==> src/rtl/i2cpm_pkg.sv <==
package i2cpm_pkg;
    typedef enum logic [1:0] {CMD_START, CMD_STOP, CMD_WRITE, CMD_READ} cmd_e;
    typedef enum logic [1:0] {E_REST, E_BEGIN, E_END, E_SHIFT} eng_e;
    typedef enum logic [2:0] {
        T_IDLE, T_OPEN, T_HEADER, T_PAYLOAD, T_REOPEN, T_READID, T_FETCH, T_CLOSE
    } txn_e;

    function automatic logic [5:0] page_bytes(input logic [1:0] sel);
        unique case (sel)
            2'd0:    return 6'd8;
            2'd1:    return 6'd16;
            default: return 6'd32;
        endcase
    endfunction
endpackage

==> src/rtl/i2cpm_fifo.sv <==
module i2cpm_fifo #(
    parameter int DEPTH = 35,
    parameter int W     = 8,
    localparam int CW   = $clog2(DEPTH + 1),
    localparam int PW   = $clog2(DEPTH)
) (
    input  logic          clk,
    input  logic          rst_n,
    input  logic          push,
    input  logic [W-1:0]  din,
    input  logic          pop,
    input  logic          clear,
    output logic [W-1:0]  head,
    output logic [CW-1:0] count
);
    logic [W-1:0]  mem [DEPTH];
    logic [PW-1:0] rp, wp;
    logic          full, do_push, do_pop;

    assign full    = (count == CW'(DEPTH));
    assign do_push = push && !full && !clear;
    assign do_pop  = pop && (count != '0) && !clear;
    assign head    = mem[rp];

    function automatic logic [PW-1:0] step(input logic [PW-1:0] p);
        return (p == PW'(DEPTH - 1)) ? '0 : p + 1'b1;
    endfunction

    always_ff @(posedge clk or negedge rst_n) begin
        if (!rst_n) begin
            rp    <= '0;
            wp    <= '0;
            count <= '0;
        end else if (clear) begin
            rp    <= '0;
            wp    <= '0;
            count <= '0;
        end else begin
            if (do_push) wp <= step(wp);
            if (do_pop)  rp <= step(rp);
            count <= count + CW'(do_push) - CW'(do_pop);
        end
    end

    always_ff @(posedge clk) begin
        if (do_push) mem[wp] <= din;
    end

    assert_no_overflow_R2: assert property (@(posedge clk) disable iff (!rst_n)
        count <= CW'(DEPTH));
    assert_full_drops_R2: assert property (@(posedge clk) disable iff (!rst_n)
        (full && push && !pop && !clear) |=> count == CW'(DEPTH));
endmodule

==> src/rtl/i2cpm_tick.sv <==
module i2cpm_tick #(
    parameter int DIV_W = 16
) (
    input  logic             clk,
    input  logic             rst_n,
    input  logic             en,
    input  logic [DIV_W-1:0] div,
    output logic             tick
);
    logic [DIV_W-1:0] cnt;

    always_ff @(posedge clk or negedge rst_n) begin
        if (!rst_n) begin
            cnt  <= '0;
            tick <= 1'b0;
        end else if (!en) begin
            cnt  <= '0;
            tick <= 1'b0;
        end else if (cnt >= div) begin
            cnt  <= '0;
            tick <= 1'b1;
        end else begin
            cnt  <= cnt + 1'b1;
            tick <= 1'b0;
        end
    end
endmodule

==> src/rtl/i2cpm_bitseq.sv <==
module i2cpm_bitseq
    import i2cpm_pkg::*;
(
    input  logic       clk,
    input  logic       rst_n,
    input  logic       tick,
    input  logic       go,
    input  cmd_e       cmd,
    input  logic [7:0] tx,
    input  logic       ack_bit,
    input  logic       sda_in,
    output logic       done,
    output logic       nack,
    output logic [7:0] rx,
    output logic       scl_low,
    output logic       sda_low
);
    eng_e       st;
    logic [1:0] ph;
    logic [3:0] bitn;
    logic [7:0] txr;
    logic       rd, ackr;
    logic       scl_rel, sda_rel;

    always_ff @(posedge clk or negedge rst_n) begin
        if (!rst_n) begin
            st   <= E_REST;
            ph   <= '0;
            bitn <= '0;
            txr  <= '0;
            rd   <= 1'b0;
            ackr <= 1'b1;
        end else if (st == E_REST) begin
            if (go) begin
                ph   <= '0;
                bitn <= '0;
                txr  <= tx;
                rd   <= (cmd == CMD_READ);
                ackr <= ack_bit;
                unique case (cmd)
                    CMD_START: st <= E_BEGIN;
                    CMD_STOP:  st <= E_END;
                    default:   st <= E_SHIFT;
                endcase
            end
        end else if (tick) begin
            ph <= ph + 1'b1;
            if (ph == 2'd3) begin
                if (st != E_SHIFT || bitn == 4'd8) st <= E_REST;
                else bitn <= bitn + 1'b1;
            end
        end
    end

    always_ff @(posedge clk or negedge rst_n) begin
        if (!rst_n) begin
            done <= 1'b0;
            nack <= 1'b0;
            rx   <= '0;
        end else begin
            done <= (st != E_REST) && tick && (ph == 2'd3) && (st != E_SHIFT || bitn == 4'd8);
            if (st == E_SHIFT && tick && ph == 2'd2) begin
                if (bitn < 4'd8) rx   <= {rx[6:0], sda_in};
                else             nack <= sda_in;
            end
        end
    end

    always_comb begin
        scl_rel = 1'b1;
        sda_rel = 1'b1;
        unique case (st)
            E_BEGIN: begin
                scl_rel = (ph == 2'd1) || (ph == 2'd2);
                sda_rel = (ph < 2'd2);
            end
            E_END: begin
                scl_rel = (ph != 2'd0);
                sda_rel = (ph >= 2'd2);
            end
            E_SHIFT: begin
                scl_rel = (ph == 2'd1) || (ph == 2'd2);
                if (bitn == 4'd8) sda_rel = rd ? ackr : 1'b1;
                else              sda_rel = rd ? 1'b1 : txr[~bitn[2:0]];
            end
            default: ;
        endcase
    end

    always_ff @(posedge clk or negedge rst_n) begin
        if (!rst_n) begin
            scl_low <= 1'b0;
            sda_low <= 1'b0;
        end else if (st != E_REST) begin
            scl_low <= !scl_rel;
            sda_low <= !sda_rel;
        end
    end

    assert_sda_steady_R10: assert property (@(posedge clk) disable iff (!rst_n)
        (!scl_low && !$past(scl_low) && st == E_SHIFT && $past(st) == E_SHIFT)
        |-> sda_low == $past(sda_low));
endmodule

==> src/rtl/i2c_page_master.sv <==
module i2c_page_master
    import i2cpm_pkg::*;
#(
    parameter int FIFO_DEPTH = 35,
    parameter int DIV_W      = 16,
    localparam int LVL_W     = $clog2(FIFO_DEPTH + 1)
) (
    input  logic             clk,
    input  logic             rst_n,
    input  logic             fifo_push,
    input  logic [7:0]       fifo_byte,
    input  logic             wr_go,
    input  logic             rd_go,
    input  logic [1:0]       addr_bytes,
    input  logic [1:0]       page_sel,
    input  logic [4:0]       rd_len,
    input  logic [DIV_W-1:0] clk_div,
    output logic             scl_low,
    output logic             sda_low,
    input  logic             sda_in,
    output logic             busy,
    output logic             done,
    output logic             nack_err,
    output logic [LVL_W-1:0] fifo_level,
    output logic             rx_valid,
    output logic [7:0]       rx_data
);
    txn_e       st, st_nx;
    logic       pend, is_rd, first;
    logic [1:0] hdr_left, hdr_n;
    logic [5:0] data_left, wlen, cap;
    logic [7:0] id_r, head, e_tx, e_rx;
    logic       launch, e_go, e_ack, e_done, e_nack, tick, pop, clr;
    cmd_e       e_cmd;
    logic [LVL_W-1:0] avail;

    assign launch = (st == T_IDLE) && (wr_go || rd_go);
    assign hdr_n  = (addr_bytes == 2'd3) ? 2'd3 : addr_bytes + 2'd1;
    assign avail  = (fifo_level > LVL_W'(hdr_n)) ? fifo_level - LVL_W'(hdr_n) : '0;
    assign cap    = page_bytes(page_sel);
    assign wlen   = (avail > LVL_W'(cap)) ? cap : 6'(avail);
    assign e_go   = (st != T_IDLE) && !pend;
    assign pop    = e_go && (st == T_HEADER || st == T_PAYLOAD);
    assign clr    = (st == T_CLOSE) && e_done;

    always_comb begin
        e_cmd = CMD_WRITE;
        e_tx  = head;
        e_ack = 1'b1;
        unique case (st)
            T_OPEN, T_REOPEN: e_cmd = CMD_START;
            T_CLOSE:          e_cmd = CMD_STOP;
            T_HEADER:         e_tx  = first ? {head[7:1], 1'b0} : head;
            T_READID:         e_tx  = {id_r[7:1], 1'b1};
            T_FETCH: begin
                e_cmd = CMD_READ;
                e_ack = (data_left == 6'd1);
            end
            default: ;
        endcase
    end

    always_comb begin
        st_nx = st;
        unique case (st)
            T_IDLE:    if (launch) st_nx = T_OPEN;
            T_OPEN:    if (e_done) st_nx = T_HEADER;
            T_HEADER:  if (e_done) begin
                if (e_nack)                st_nx = T_CLOSE;
                else if (hdr_left == 2'd1) st_nx = is_rd ? T_REOPEN :
                                                  (data_left == '0) ? T_CLOSE : T_PAYLOAD;
            end
            T_PAYLOAD: if (e_done && (e_nack || data_left == 6'd1)) st_nx = T_CLOSE;
            T_REOPEN:  if (e_done) st_nx = T_READID;
            T_READID:  if (e_done) st_nx = e_nack ? T_CLOSE : T_FETCH;
            T_FETCH:   if (e_done && data_left == 6'd1) st_nx = T_CLOSE;
            T_CLOSE:   if (e_done) st_nx = T_IDLE;
            default:   st_nx = T_IDLE;
        endcase
    end

    always_ff @(posedge clk or negedge rst_n) begin
        if (!rst_n) st <= T_IDLE;
        else        st <= st_nx;
    end

    always_ff @(posedge clk or negedge rst_n) begin
        if (!rst_n) begin
            pend <= 1'b0; is_rd <= 1'b0; first <= 1'b0;
            hdr_left <= '0; data_left <= '0; id_r <= '0;
            busy <= 1'b0; done <= 1'b0; nack_err <= 1'b0;
            rx_valid <= 1'b0; rx_data <= '0;
        end else begin
            rx_valid <= 1'b0;
            if (e_go)   pend <= 1'b1;
            if (e_done) pend <= 1'b0;
            if (launch) begin
                busy      <= 1'b1;
                done      <= 1'b0;
                nack_err  <= 1'b0;
                is_rd     <= !wr_go;
                first     <= 1'b1;
                hdr_left  <= hdr_n;
                data_left <= wr_go ? wlen : 6'(rd_len) + 6'd1;
            end
            if (pop && first) begin
                id_r  <= head;
                first <= 1'b0;
            end
            if (e_done) begin
                unique case (st)
                    T_HEADER:  hdr_left  <= hdr_left - 2'd1;
                    T_PAYLOAD: data_left <= data_left - 6'd1;
                    T_FETCH: begin
                        data_left <= data_left - 6'd1;
                        rx_valid  <= 1'b1;
                        rx_data   <= e_rx;
                    end
                    T_CLOSE: begin
                        busy <= 1'b0;
                        done <= 1'b1;
                    end
                    default: ;
                endcase
                if ((st == T_HEADER || st == T_PAYLOAD || st == T_READID) && e_nack)
                    nack_err <= 1'b1;
            end
        end
    end

    i2cpm_fifo #(.DEPTH(FIFO_DEPTH), .W(8)) u_fifo (
        .clk(clk), .rst_n(rst_n), .push(fifo_push && !busy), .din(fifo_byte),
        .pop(pop), .clear(clr), .head(head), .count(fifo_level)
    );

    i2cpm_tick #(.DIV_W(DIV_W)) u_tick (
        .clk(clk), .rst_n(rst_n), .en(busy), .div(clk_div), .tick(tick)
    );

    i2cpm_bitseq u_seq (
        .clk(clk), .rst_n(rst_n), .tick(tick), .go(e_go), .cmd(e_cmd), .tx(e_tx),
        .ack_bit(e_ack), .sda_in(sda_in), .done(e_done), .nack(e_nack), .rx(e_rx),
        .scl_low(scl_low), .sda_low(sda_low)
    );

    assert_done_excl_busy_R8: assert property (@(posedge clk) disable iff (!rst_n)
        !(busy && done));
    assert_err_ends_done_R7: assert property (@(posedge clk) disable iff (!rst_n)
        (nack_err && !busy) |-> done);
    assert_rx_only_read_R5: assert property (@(posedge clk) disable iff (!rst_n)
        rx_valid |-> is_rd);
    assert_no_push_busy_R11: assert property (@(posedge clk) disable iff (!rst_n)
        (busy && $past(busy)) |-> fifo_level <= $past(fifo_level));
endmodule

==> config.mk <==
export PLATFORM = sky130hd
export DESIGN_NAME = i2c_page_master
export DESIGN_NICKNAME = d
export VERILOG_FILES = /design/src/rtl/i2cpm_pkg.sv /design/src/rtl/i2cpm_fifo.sv /design/src/rtl/i2cpm_tick.sv /design/src/rtl/i2cpm_bitseq.sv /design/src/rtl/i2c_page_master.sv
export SDC_FILE = /design/constraint.sdc
export NUM_CORES = 1
export LEC_CHECK = 0
export ABC_CLOCK_PERIOD_IN_PS = 3400
export BUFFER_PORTS_ARGS = -buffer_cell sky130_fd_sc_hd__buf_4
export CAP_MARGIN = 10
export CORE_MARGIN = 5
export CORE_UTILIZATION = 50
export CTS_CLUSTER_SIZE = 25
export DETAILED_ROUTE_END_ITERATION = 16
export HOLD_SLACK_MARGIN = 0.02
export PLACE_DENSITY = 0.66
export SLEW_MARGIN = 40
export SYNTH_ARGS = -nofsm -noshare
export SYNTH_HDL_FRONTEND = slang
export SYNTH_SLANG_ARGS = --single-unit
==> constraint.sdc <==
create_clock -name clk -period 3.4 [get_ports clk]
set_input_delay 0.17 -clock clk [delete_from_list [all_inputs] [get_ports clk]]
set_output_delay 0.17 -clock clk [all_outputs]
set_load 0.005 [all_outputs]
**After elaboration in Yosys (flattened, before gate mapping)**

Memories as Yosys holds them, arrays and structs flattened.
Index checks and enable logic that the tools add are counted.

- Equal/unequal tests: 35
- Order comparisons: 7
- $add $sub $neg: 12
- Bitwise logic cells: 2
- Multiplexer cells: 78
- Reductions and logical operators: 58

Operators with widths:

| kind | count |
|---|---|
| $mux W6 | 13 |
| $mux W3 | 12 |
| $mux W16 | 2 |
| $mux W1 | 26 |
| $mux W2 | 12 |
| $pmux W3 S8 | 1 |
| $mux W4 | 5 |
| $eq A6 B6 Y1 const B | 3 |
| $logic_and A1 B1 Y1 | 18 |
| $reduce_bool A2 Y1 | 9 |
| $add A16 B1 Y16 const B | 1 |
| $ge A16 B16 Y1 | 1 |
| $pmux W8 S2 | 1 |
| $ne A2 B1 Y1 const B | 7 |
| $add A6 B1 Y6 const B | 2 |
| $eq A2 B2 Y1 const B | 6 |
| $eq A3 B3 Y1 const B | 4 |
| $pmux W6 S2 | 1 |
| $eq A2 B1 Y1 const B | 5 |
| $reduce_and A2 Y1 | 5 |
| $reduce_and A9 Y1 | 1 |
| $ne A2 B2 Y1 const B | 4 |
| $reduce_and A4 Y1 | 2 |
| $logic_not A1 Y1 | 7 |
| 33 further kinds | 44 |

- Memories: 1
- Input bits: 39
- Memory bits (writable): 280
- Register bits after elaboration: 99

Memories:

| name | words | bits a word | read ports | clocked after Yosys merged registers in | write ports | line | text |
|---|---|---|---|---|---|---|---|
| u_fifo.mem | 35 | 8 | 1 | 0 | 1 | i2cpm_fifo.sv:16 | `logic [W-1:0] mem [DEPTH];` |

**Logic depth before layout (Yosys ltp)**

Gate-level depths: netlist of run 1.

- Depth in word-level cells: 10
- Mapped depth: 16
- Mapped depth without buffers: 16

**Modules after synthesis**

Synthesis of run 1 repeated with hierarchy kept, for this count alone.

- Cell total of the unflattened synthesis: 1,157
- Area total of the unflattened synthesis: 17,055.1 um2

By module, submodules not included:

| module | area each (um2) | instances | cells each |
|---|---|---|---|
| i2cpm_fifo | 12,086.6 | 1 | 667 |
| i2c_page_master | 2,219.6 | 1 | 242 |
| i2cpm_bitseq | 1,501.4 | 1 | 117 |
| i2cpm_tick | 1,247.4 | 1 | 131 |

**Worst setup path before layout of run 1**

OpenSTA, ideal clock, no wires.

- Path kind: reg-to-reg
- Start: register u_fifo.count[0]
- End: register data_left[1]
- Data arrival time: 2,749 ps
- Clock period less this slack: 2,887 ps
- Stages on the path, launching flop included: 16
- Required time: 3,262 ps
- Library setup time: 138 ps
- Slack: 513 ps
- Cells stage by stage: dfrtp_1 inv_1 ha_1 inv_1 fa_1 nor2b_1 o21ai_1 nand2_1 nor2_1 ha_1 a21o_1 a21oi_1 a41oi_1 nor4_1 a2111oi_0 a21oi_1

- Word-level cells in the longest chain between the ends: 8
- Elaborated cells on any way between the ends: 9
- Those cells by class: 1 x add/sub; 2 x order compare; 6 x mux

RTL lines:

| what | line | text |
|---|---|---|
| start, declared | i2cpm_fifo.sv:14 | `output logic [CW-1:0] count` |
| start signal, assigned | i2cpm_fifo.sv:41 | `count <= count + CW'(do_push) - CW'(do_pop);` |
| $sub A6 B2 Y6 or $gt A6 B2 Y1 (tied branches) | i2c_page_master.sv:39 | `assign avail = (fifo_level > LVL_W'(hdr_n)) ? fifo_level - LVL_W'(hdr_n) : '0;` |
| $mux W6 * | i2c_page_master.sv:39 |  |
| $gt A6 B6 Y1 | i2c_page_master.sv:41 | `assign wlen = (avail > LVL_W'(cap)) ? cap : 6'(avail);` |
| $mux W6 * | i2c_page_master.sv:41 |  |
| $mux W6 * | i2c_page_master.sv:104 | `data_left <= wr_go ? wlen : 6'(rd_len) + 6'd1;` |
| $mux W6 * | i2c_page_master.sv:97 | `if (launch) begin` |
| $mux W6 | - |  |
| $mux W6 * | i2c_page_master.sv:110 | `if (e_done) begin` |
| end signal, assigned | i2c_page_master.sv:104 |  |
| end signal, assigned | i2c_page_master.sv:113 | `T_PAYLOAD: data_left <= data_left - 6'd1;` |
| end signal, assigned | i2c_page_master.sv:115 | `data_left <= data_left - 6'd1;` |
| end, declared | i2c_page_master.sv:31 | `logic [5:0] data_left, wlen, cap;` |

Every way passes the cells marked *; elsewhere a longest branch is shown, timed or not.
A chain may end at the register's enable or synchronous reset.

**Final worst setup path of run 1**

Same ends and word-level chain as after synthesis.

==> metrics.cfg, run 1 <==
[die]
ios = 59
die_w_um = 193
rows = 67
fp.dieArea_um2 = 37200
core_region_area_um2 = 33300
start_util_pct = 50.3
die_h_um = 193

[timing]
worst_slack_ns = 0.344
min_period_over_period_pct = 89.9
grt_setup_unrepaired = false
setup_viol = 0
fmaxAchievable_ghz = 0.327
post-route-min-period_ns = 3.06
tightest_slew_ns = 0.883
slew_viol_final = 0
hold_ws_ns = 0.0752
tns_ns = 0
clock_skew_ns = 0.0225
max_slew_margin_pct = 40.6
hold_viol_final = 0

[setup_path]
startpoint_type = flop
crit_path_end_kind = flop
cp_num_buf_inv = 2
slowest_delay_ns = 0.40
arrival_ns = 3.45
crit_slowest_cell = dfrtp_1
worstPathMaxFanout = 6
path_cells = inv_1, ha_1, inv_1, fa_1, nor2b_1, o21ai_1, nand2_1, nor2_1, ha_1, a21o_1, a21oi_1, a41oi_2, nor4_1, a2111oi_0, a21oi_1
critPathRequiredTime_ns = 3.79
path_delay_family = compound AO/OA/AOI/OAI gates
crit_type = reg -> reg

[synthesis]
async_flop_share_pct = 25.9
synth_nets = 1260
syn_avg_cell_area_um2 = 14.3
syn_area_um2 = 16700
synth_ff_type = edfxtp_1
synth_edf_count = 280
synthCells = 1171
synth_cell_types = 65
synth_top_cell_area_share_pct = 50.2
synthTopCellsByArea = edfxtp_1 50%, dfrtp_1 15%, mux4_2 5.0%, ha_1 3.6%, mux2i_1 3.5%
yosysMostFrequentCell = edfxtp_1
ys_seq_area_share_pct = 64.9
synthTopCellsByCount = 280 x edfxtp_1, 104 x nor2_1, 97 x dfrtp_1
ys_ff_latch = 378
synth_top_cell_by_area = edfxtp_1
synth-warning-count = 0

[clocking]
cts_root_buf = clkbuf_16
numCtsBuffers = 40
clk_pin_slew_ns = 0.06
cts_sinks = 378
postCtsSetupBuffers = 0
htreeDepth = 2
clk_path_buf_depth = 3
tritoncts = built
insertion_delay_ns = 0.53

[final_layout]
antennaDiodeCount = 0
instances_no_fill = 1756
syn_to_final_growth_pct = 14.6
post-route-cell-area_um2 = 19200
nets = 1367
layout-drive-gt1-share_pct = 19.3

[route]
wl_per_cell_um = 20.6
drt_pass1_iterations = 5
antenna_left = 0
via_per_inst = 5.64
drc = 0
num_vias = 9905
first_iter_violations = 733
wl_um = 36100

[worst_hold_path]
hold_class = in -> reg

[global_route]
antenna_found_initial = 0
met3_usage_pct = 3.49
grt.total_usage_pct = 19.5
busiest_layer = met2
grt_max_degree = 65
grtUsageMet2_pct = 31.1
grt_pass1_wl_um = 55700
grt_util_met1_pct = 27.8
first_global_vias = 9786
gr-total-overflow = 0

[placement]
dp.cells = 1680
portBuffers = 58
dp_hpwl_um = 23500
dp_slack_ns = 0.218
placed_cell_area_um2 = 17900
place.gp.congestion = 0.864

[pwr]
peakVddDrop_mv = 0.509
leakage_nw = 7.16
power.density_nw_per_um2 = 488

[status]
outcome = finished, final reports clean

[flow_run]
maxCapViolations = 0

-- logic make-up after synthesis --
logic type | synth area share [%]
muxes | 11.9
xor gates and xnor gates | 1.41
DFF | 64.9
adders and majority gates | 3.83
and+or+nand+nor | 7.91
buffers and inverters | 2.71
AOI/OAI and AO/OA | 7.33
-- worst paths after layout --
kind	from	endpoint	slack (ns)	depth (start not counted)
min	addr_bytes[1]	hdr_left[0]$_DFF_PN0_	0.08	4
max reg2reg	u_fifo.count[0]$_DFF_PN0_	data_left[1]$_DFF_PN0_	0.34	15
min reg2reg	u_seq.sda_low$_DFFE_PN0N_	u_seq.sda_low$_DFFE_PN0N_	0.47	2
max in group asynchronous	rst_n	u_fifo.wp[4]$_DFFE_PN0P_	2.58	3
min in group asynchronous	rst_n	is_rd$_DFFE_PN0P_	0.22	2
max	u_fifo.count[0]$_DFF_PN0_	data_left[1]$_DFF_PN0_	0.34	15
-- worst register-to-register path: stages (launching register included) --
cell and delay, ns:
dfrtp_1 0.40, inv_1 0.10, ha_1 0.17, inv_1 0.05, fa_1 0.39, nor2b_1 0.20
o21ai_1 0.12, nand2_1 0.14, nor2_1 0.09, ha_1 0.31, a21o_1 0.11, a21oi_1 0.08
a41oi_2 0.31, nor4_1 0.09, a2111oi_0 0.30, a21oi_1 0.07
-- timing repair --
| action | 4_1_cts | 5_1_grt |
|---|---|---|
| setup endpoints to repair | 0 | 2 |
| hold endpoints to repair | 66 | 0 |
| hold buffers | 4 | 0 |
| resized for setup | 0 | 1 |
-- state kept, by name, summed over array words and instances (netlist names), 2 cells and up --
name / flops
u_seq.rx: 8
rx_data: 8
u_seq.bitn: 4
u_fifo.count: 6
u_fifo.rp: 6
hdr_left: 2
u_seq.txr: 8
u_fifo.wp: 6
id_r: 7
u_tick.cnt: 16
u_seq.st: 2
st: 3
data_left: 6
u_seq.ph: 2
u_fifo.mem: 280
-- per-layer routing --
layer	wire length [um]	part of all wire, %	vias to the layer above
li1	-	-	4626
met1	15700	43	4880
met2	16900	47	338
met3	2490	6.9	61
met4	1050	2.9	0
met5	0	0	-
-- final cells by class --
class	count	area, um2
clock inverters	14	77.6
inverters	52	195
flip-flops and latches	378	10900
fillers	2629	14100
repair buffers	118	922
clock buffers	58	1120
multi-input cells	688	5440
well taps	448	561
-- layout by cell type (no fill, tap or decap), types with 19 or more instances in the layout --
| cell | n |
|---|---|
| a21oi_1 | 60 |
| buf_4 | 110 |
| clkbuf_16 | 41 |
| dfrtp_1 | 94 |
| edfxtp_1 | 280 |
| ha_1 | 48 |
| inv_1 | 52 |
| mux2_2 | 29 |
| mux2i_1 | 59 |
| mux4_2 | 37 |
| nand2_1 | 68 |
| nand3_1 | 35 |
| nor2_1 | 104 |
| o21ai_0 | 37 |
| xor2_1 | 19 |
-- power breakdown --
group	switching, mW	internal [mW]	leakage (nW)
Clock	1.69	2.29	0.582
Sequential	0.0548	5.00	3.76
Combinational	0.189	0.129	2.82
Total	1.94	7.42	7.16
-- through the flow --
stage	power, mW	util (%)
floorplan	5.30	-
global placement	5.45	53.8
detailed placement	5.47	53.9
CTS	9.44	57.6
global route	9.69	57.7
finish	9.36	57.7
Power figures use the tool's default switching activity.
==> inputs of run 2 (changes only) <==
--- a/config.mk
+++ b/config.mk
@@ -5,7 +5,7 @@
 export SDC_FILE = /design/constraint.sdc
 export NUM_CORES = 1
 export LEC_CHECK = 0
-export ABC_CLOCK_PERIOD_IN_PS = 3400
+export ABC_CLOCK_PERIOD_IN_PS = 3600
 export BUFFER_PORTS_ARGS = -buffer_cell sky130_fd_sc_hd__buf_4
 export CAP_MARGIN = 10
 export CORE_MARGIN = 5
@@ -13,7 +13,7 @@
 export CTS_CLUSTER_SIZE = 25
 export DETAILED_ROUTE_END_ITERATION = 16
 export HOLD_SLACK_MARGIN = 0.02
-export PLACE_DENSITY = 0.66
+export PLACE_DENSITY_LB_ADDON = 0.2
 export SLEW_MARGIN = 40
 export SYNTH_ARGS = -nofsm -noshare
 export SYNTH_HDL_FRONTEND = slang
==> constraint.sdc (replaced) <==
create_clock -name clk -period 3.6 [get_ports clk]
set_input_delay 0.18 -clock clk [delete_from_list [all_inputs] [get_ports clk]]
set_output_delay 0.18 -clock clk [all_outputs]
set_load 0.005 [all_outputs]
==> metrics.cfg, run 2 (same netlist as run 1, synthesis figures left out) <==
[status]
outcome = finished, final reports clean

[pwr]
peakVddDrop_mv = 0.413
leakage_nw = 7.13
finalPower_mw = 8.87
power.density_nw_per_um2 = 464

[global_route]
gr-total-overflow = 0
grt_max_degree = 50
grt_pass1_wl_um = 56700
first_global_vias = 9793
grt.total_usage_pct = 19.8
antenna_found_initial = 0

[timing]
clock_skew_ns = 0.0177
fmaxAchievable_ghz = 0.310
tightest_slew_ns = 0.834
max_slew_margin_pct = 43.9
grt_setup_unrepaired = false
post-route-min-period_ns = 3.23
tns_ns = 0
slew_viol_final = 0
hold_viol_final = 0
min_period_over_period_pct = 89.7
setup_viol = 0

[setup_path]
reg2regPathDepth = 15
arrival_ns = 3.62
rrSetupSlack_ns = 0.37
critPathRequiredTime_ns = 4.00
worst_r2r_endpoint = data_left[1]$_DFF_PN0_
reg2reg_from = u_fifo.count[0]$_DFF_PN0_
crit_path_end_kind = flop
crit_type = reg -> reg
worstPathMaxFanout = 6
startpoint_type = flop

[route]
antenna_left = 0
via_per_inst = 5.67
wl_per_cell_um = 20.6
first_iter_violations = 759
num_vias = 9925
drc = 0
drt_pass1_iterations = 5
wl_um = 36100

[worst_hold_path]
min_to = data_left[3]$_DFF_PN0_
worstHoldStart = rd_len[3]
hold_class = in -> reg
min_path_cells = 4

[placement]
placed_cell_area_um2 = 17900
dp_hpwl_um = 23900
portBuffers = 58
place.gp.congestion = 0.865

[die]
die_h_um = 193
start_util_pct = 50.3
die_w_um = 193
fp.dieArea_um2 = 37200
core_region_area_um2 = 33300
rows = 67
ios = 59

[clocking]
cts_sinks = 378
clk_pin_slew_ns = 0.06
cts_root_buf = clkbuf_16
numCtsBuffers = 39
postCtsSetupBuffers = 0
tritoncts = built
clk_path_buf_depth = 3
insertion_delay_ns = 0.53
htreeDepth = 2

[final_layout]
syn_to_final_growth_pct = 14.3
layout-drive-gt1-share_pct = 18.4
post-route-cell-area_um2 = 19100
fillers = 2666
nets = 1362
reg_top3 = u_fifo.mem: 280 flops, u_tick.cnt: 16 flops
final_common_cell = edfxtp_1
final_cell_mix = 280 x edfxtp_1, 109 x buf_4, 104 x nor2_1
antennaDiodeCount = 0
largest-register = u_fifo.mem
largest_reg_flops = 280

[flow_run]
maxCapViolations = 0

==> run 2: cell count changes in the layout (fill, tap and decap cells not counted), moves of 2 or more <==
| cell | change |
|---|---|
| clkbuf_8 | -3 |
| clkinv_1 | +3 |
| clkinv_2 | -3 |
| bufinv_16 | +2 |
==> run 2: worst max-delay path by stage <==
stage,start,end,slack (ns)
floorplan,u_fifo.count[0]$_DFF_PN0_,data_left[1]$_DFF_PN0_,0.71
global placement,addr_bytes[0],data_left[1]$_DFF_PN0_,0.50
detailed placement,u_fifo.count[0]$_DFF_PN0_,data_left[1]$_DFF_PN0_,0.41
CTS,u_fifo.count[0]$_DFF_PN0_,data_left[1]$_DFF_PN0_,0.38
global route,u_fifo.count[0]$_DFF_PN0_,data_left[1]$_DFF_PN0_,0.05
finish,u_fifo.count[0]$_DFF_PN0_,data_left[1]$_DFF_PN0_,0.37
==> run 2: layout make-up <==
type | instances | area (um2) | share of cell area (%)
clock buffers | 54 | 1050 | 5.51
clock inverters | 16 | 143 | 0.746
inverters | 52 | 195 | 1.02
multi-input cells | 688 | 5430 | 28.4
flip-flops and latches | 378 | 10900 | 56.8
well taps | 448 | 561 | 2.93
repair buffers | 114 | 878 | 4.59
==> run 2: per-layer routing <==
| metal | vias to the layer above | GRT usage, % | wire [um] |
|---|---|---|---|
| met5 | - | 0 | 0 |
| met4 | 0 | 5.50 | 871 |
| met3 | 56 | 2.97 | 2120 |
| met2 | 282 | 32.0 | 17100 |
| met1 | 4959 | 28.5 | 16000 |
| li1 | 4628 | - | - |
==> run 2: repair_timing <==
item / 4_1_cts / 5_1_grt
gates resized for setup: 0 / 0
hold buffers: 4 / 0
hold endpoints to repair: 39 / 0
==> run 2: worst max-delay path, cell delays in order (launching register included) <==
cell       delay (ns)
dfrtp_1          0.40
inv_1            0.11
ha_1             0.18
inv_1            0.06
fa_1             0.41
nor2b_1          0.20
o21ai_1          0.12
nand2_1          0.13
nor2_1           0.08
ha_1             0.30
a21o_1           0.11
a21oi_1          0.07
a41oi_1          0.45
nor4_1           0.10
a2111oi_0        0.30
a21oi_1          0.09
==> run 2: power breakdown <==
| part | leakage, nW | internal, mW | switching, mW |
|---|---|---|---|
| Sequential | 3.76 | 4.72 | 0.0560 |
| Combinational | 2.79 | 0.121 | 0.175 |
| Clock | 0.577 | 2.20 | 1.60 |
| Total | 7.13 | 7.04 | 1.83 |
==> run 2: stage by stage <==
step | hold slack [ns] | utilization, % | cells | setup WS, ns
finish | 0.0670 | 57.5 | 1750 | 0.371
floorplan | -0.116 | - | 1171 | 0.713
detailed placement | 0.192 | 53.8 | 1676 | 0.407
CTS | 0.0453 | 57.5 | 1750 | 0.380
global route | 0.0798 | 57.5 | 1750 | 0.0467
global placement | 0.188 | 53.8 | 1676 | 0.503
==> inputs of run 3 (changes only) <==
--- a/config.mk
+++ b/config.mk
@@ -8,6 +8,7 @@
 export ABC_CLOCK_PERIOD_IN_PS = 3600
 export BUFFER_PORTS_ARGS = -buffer_cell sky130_fd_sc_hd__buf_4
 export CAP_MARGIN = 10
+export CORE_ASPECT_RATIO = 0.7
 export CORE_MARGIN = 5
 export CORE_UTILIZATION = 50
 export CTS_CLUSTER_SIZE = 25
==> metrics.cfg, run 3 (same netlist as run 1, synthesis figures left out) <==
[status]
outcome = finished, final reports clean

[worst_hold_path]
min_path_cells = 4
min_to = hdr_left[0]$_DFF_PN0_
hold_class = in -> reg
worstHoldStart = addr_bytes[1]

[route]
first_iter_violations = 886
drc = 0
wl_um = 36800
drt_pass1_iterations = 5
antenna_left = 0
via_per_inst = 5.72
num_vias = 9977
wl_per_cell_um = 21.1

[clocking]
tritoncts = built
cts_root_buf = clkbuf_16
insertion_delay_ns = 0.53
clk_pin_slew_ns = 0.06
htreeDepth = 2
clk_path_buf_depth = 3
postCtsSetupBuffers = 0
numCtsBuffers = 38
cts_sinks = 378

[final_layout]
final_common_cell = edfxtp_1
antennaDiodeCount = 0
fillers = 2637
post-route-cell-area_um2 = 19200
largest_reg_flops = 280
nets = 1368
syn_to_final_growth_pct = 14.8
layout-drive-gt1-share_pct = 19.2
reg_top3 = u_fifo.mem: 280 flops, u_tick.cnt: 16 flops
largest-register = u_fifo.mem
final_cell_mix = 280 x edfxtp_1, 114 x buf_4, 102 x nor2_1

[die]
core_region_area_um2 = 33300
die_h_um = 163
fp.dieArea_um2 = 37300
start_util_pct = 50.3
rows = 56
die_w_um = 229
ios = 59

[setup_path]
path_cells = inv_1, ha_1, inv_1, fa_1, nor2b_1, o21ai_1, nand2_1, nor2_1, ha_1, a21o_1, a21oi_1, a41oi_1, nor4_1, a2111oi_0, a21oi_1
startpoint_type = flop
worst_r2r_endpoint = data_left[1]$_DFF_PN0_
crit_type = reg -> reg
arrival_ns = 3.65
crit_path_end_kind = flop
rrSetupSlack_ns = 0.34
reg2regPathDepth = 15
crit_slowest_cell = a41oi_1
slowest_delay_ns = 0.46
worstPathMaxFanout = 6
reg2reg_from = u_fifo.count[0]$_DFF_PN0_
critPathRequiredTime_ns = 3.99

[placement]
portBuffers = 58
dp_slack_ns = 0.374
placed_cell_area_um2 = 17900
dp_hpwl_um = 24900
place.gp.congestion = 0.915

[pwr]
leakage_nw = 7.20
power.density_nw_per_um2 = 466
peakVddDrop_mv = 0.348

[timing]
tightest_slew_ns = 0.757
setup_viol = 0
hold_ws_ns = 0.0609
grt_setup_unrepaired = false
max_slew_margin_pct = 49.3
slew_viol_final = 0
min_period_over_period_pct = 90.5
clock_skew_ns = 0.0222
tns_ns = 0
post-route-min-period_ns = 3.26
worst_slack_ns = 0.340
fmaxAchievable_ghz = 0.307
hold_viol_final = 0

[flow_run]
maxCapViolations = 0

[global_route]
gr-total-overflow = 0
antenna_found_initial = 0
grt_pass1_wl_um = 57500
grt_max_degree = 80
first_global_vias = 9741
grt.total_usage_pct = 19.8

[run 3: final cells by class]
type | count | area [um2] | area share [%]
repair buffers | 121 | 947 | 4.93
clock inverters | 19 | 188 | 0.977
well taps | 435 | 544 | 2.83
inverters | 52 | 195 | 1.02
multi-input cells | 688 | 5430 | 28.3
flip-flops and latches | 378 | 10900 | 56.6
clock buffers | 50 | 1040 | 5.40
[run 3: per-stage QoR]
step                power (mW)  utilization, %  instances
floorplan                 5.00               -       1171
global placement          5.15            53.8       1669
detailed placement        5.16            53.8       1669
CTS                       9.06            57.7       1742
global route              9.30            57.7       1743
finish                    8.96            57.7       1743
[run 3: timing repair]
| item | CTS | global route |
|---|---|---|
| hold endpoints to repair | 80 | 0 |
| hold buffers | 4 | 0 |
| setup endpoints to repair | 0 | 0 |
| gates resized for setup | 0 | 0 |
[run 3: report_power, final]
group          leakage [nW]  internal [mW]  switching [mW]
combinational          2.83          0.121           0.172
sequential             3.76           4.72          0.0530
clock                 0.600           2.31            1.58
total                  7.20           7.16            1.81
[run 3: layer usage]
metal,GRT usage [%],part of all wire [%],vias to the layer above
li1,-,-,4629
met1,31.7,49,5000
met2,28.4,43,290
met3,3.79,6.9,58
met4,4.42,1.8,0
met5,0,0,-
[run 3: critical path, delay by kind of cell, from the launching register on]
kind                       cells  cell delay [ns]
adders and majority gates      3             0.87
DFF                            1             0.39
AOI/OAI and AO/OA              6             1.16
and+or+nand+nor                4             0.54
buffers and inverters          2             0.15
[run 3: how the worst max path moves through the flow]
stage / from / to / slack, ns / cells past startpoint
global route: u_fifo.count[0]$_DFF_PN0_ / data_left[1]$_DFF_PN0_ / 0.16 / 15
global placement: addr_bytes[0] / data_left[5]$_DFF_PN0_ / 0.50 / 17
CTS: u_fifo.count[0]$_DFF_PN0_ / data_left[1]$_DFF_PN0_ / 0.38 / 15
detailed placement: addr_bytes[0] / data_left[1]$_DFF_PN0_ / 0.37 / 17
floorplan: u_fifo.count[0]$_DFF_PN0_ / data_left[1]$_DFF_PN0_ / 0.71 / 15
finish: u_fifo.count[0]$_DFF_PN0_ / data_left[1]$_DFF_PN0_ / 0.34 / 15
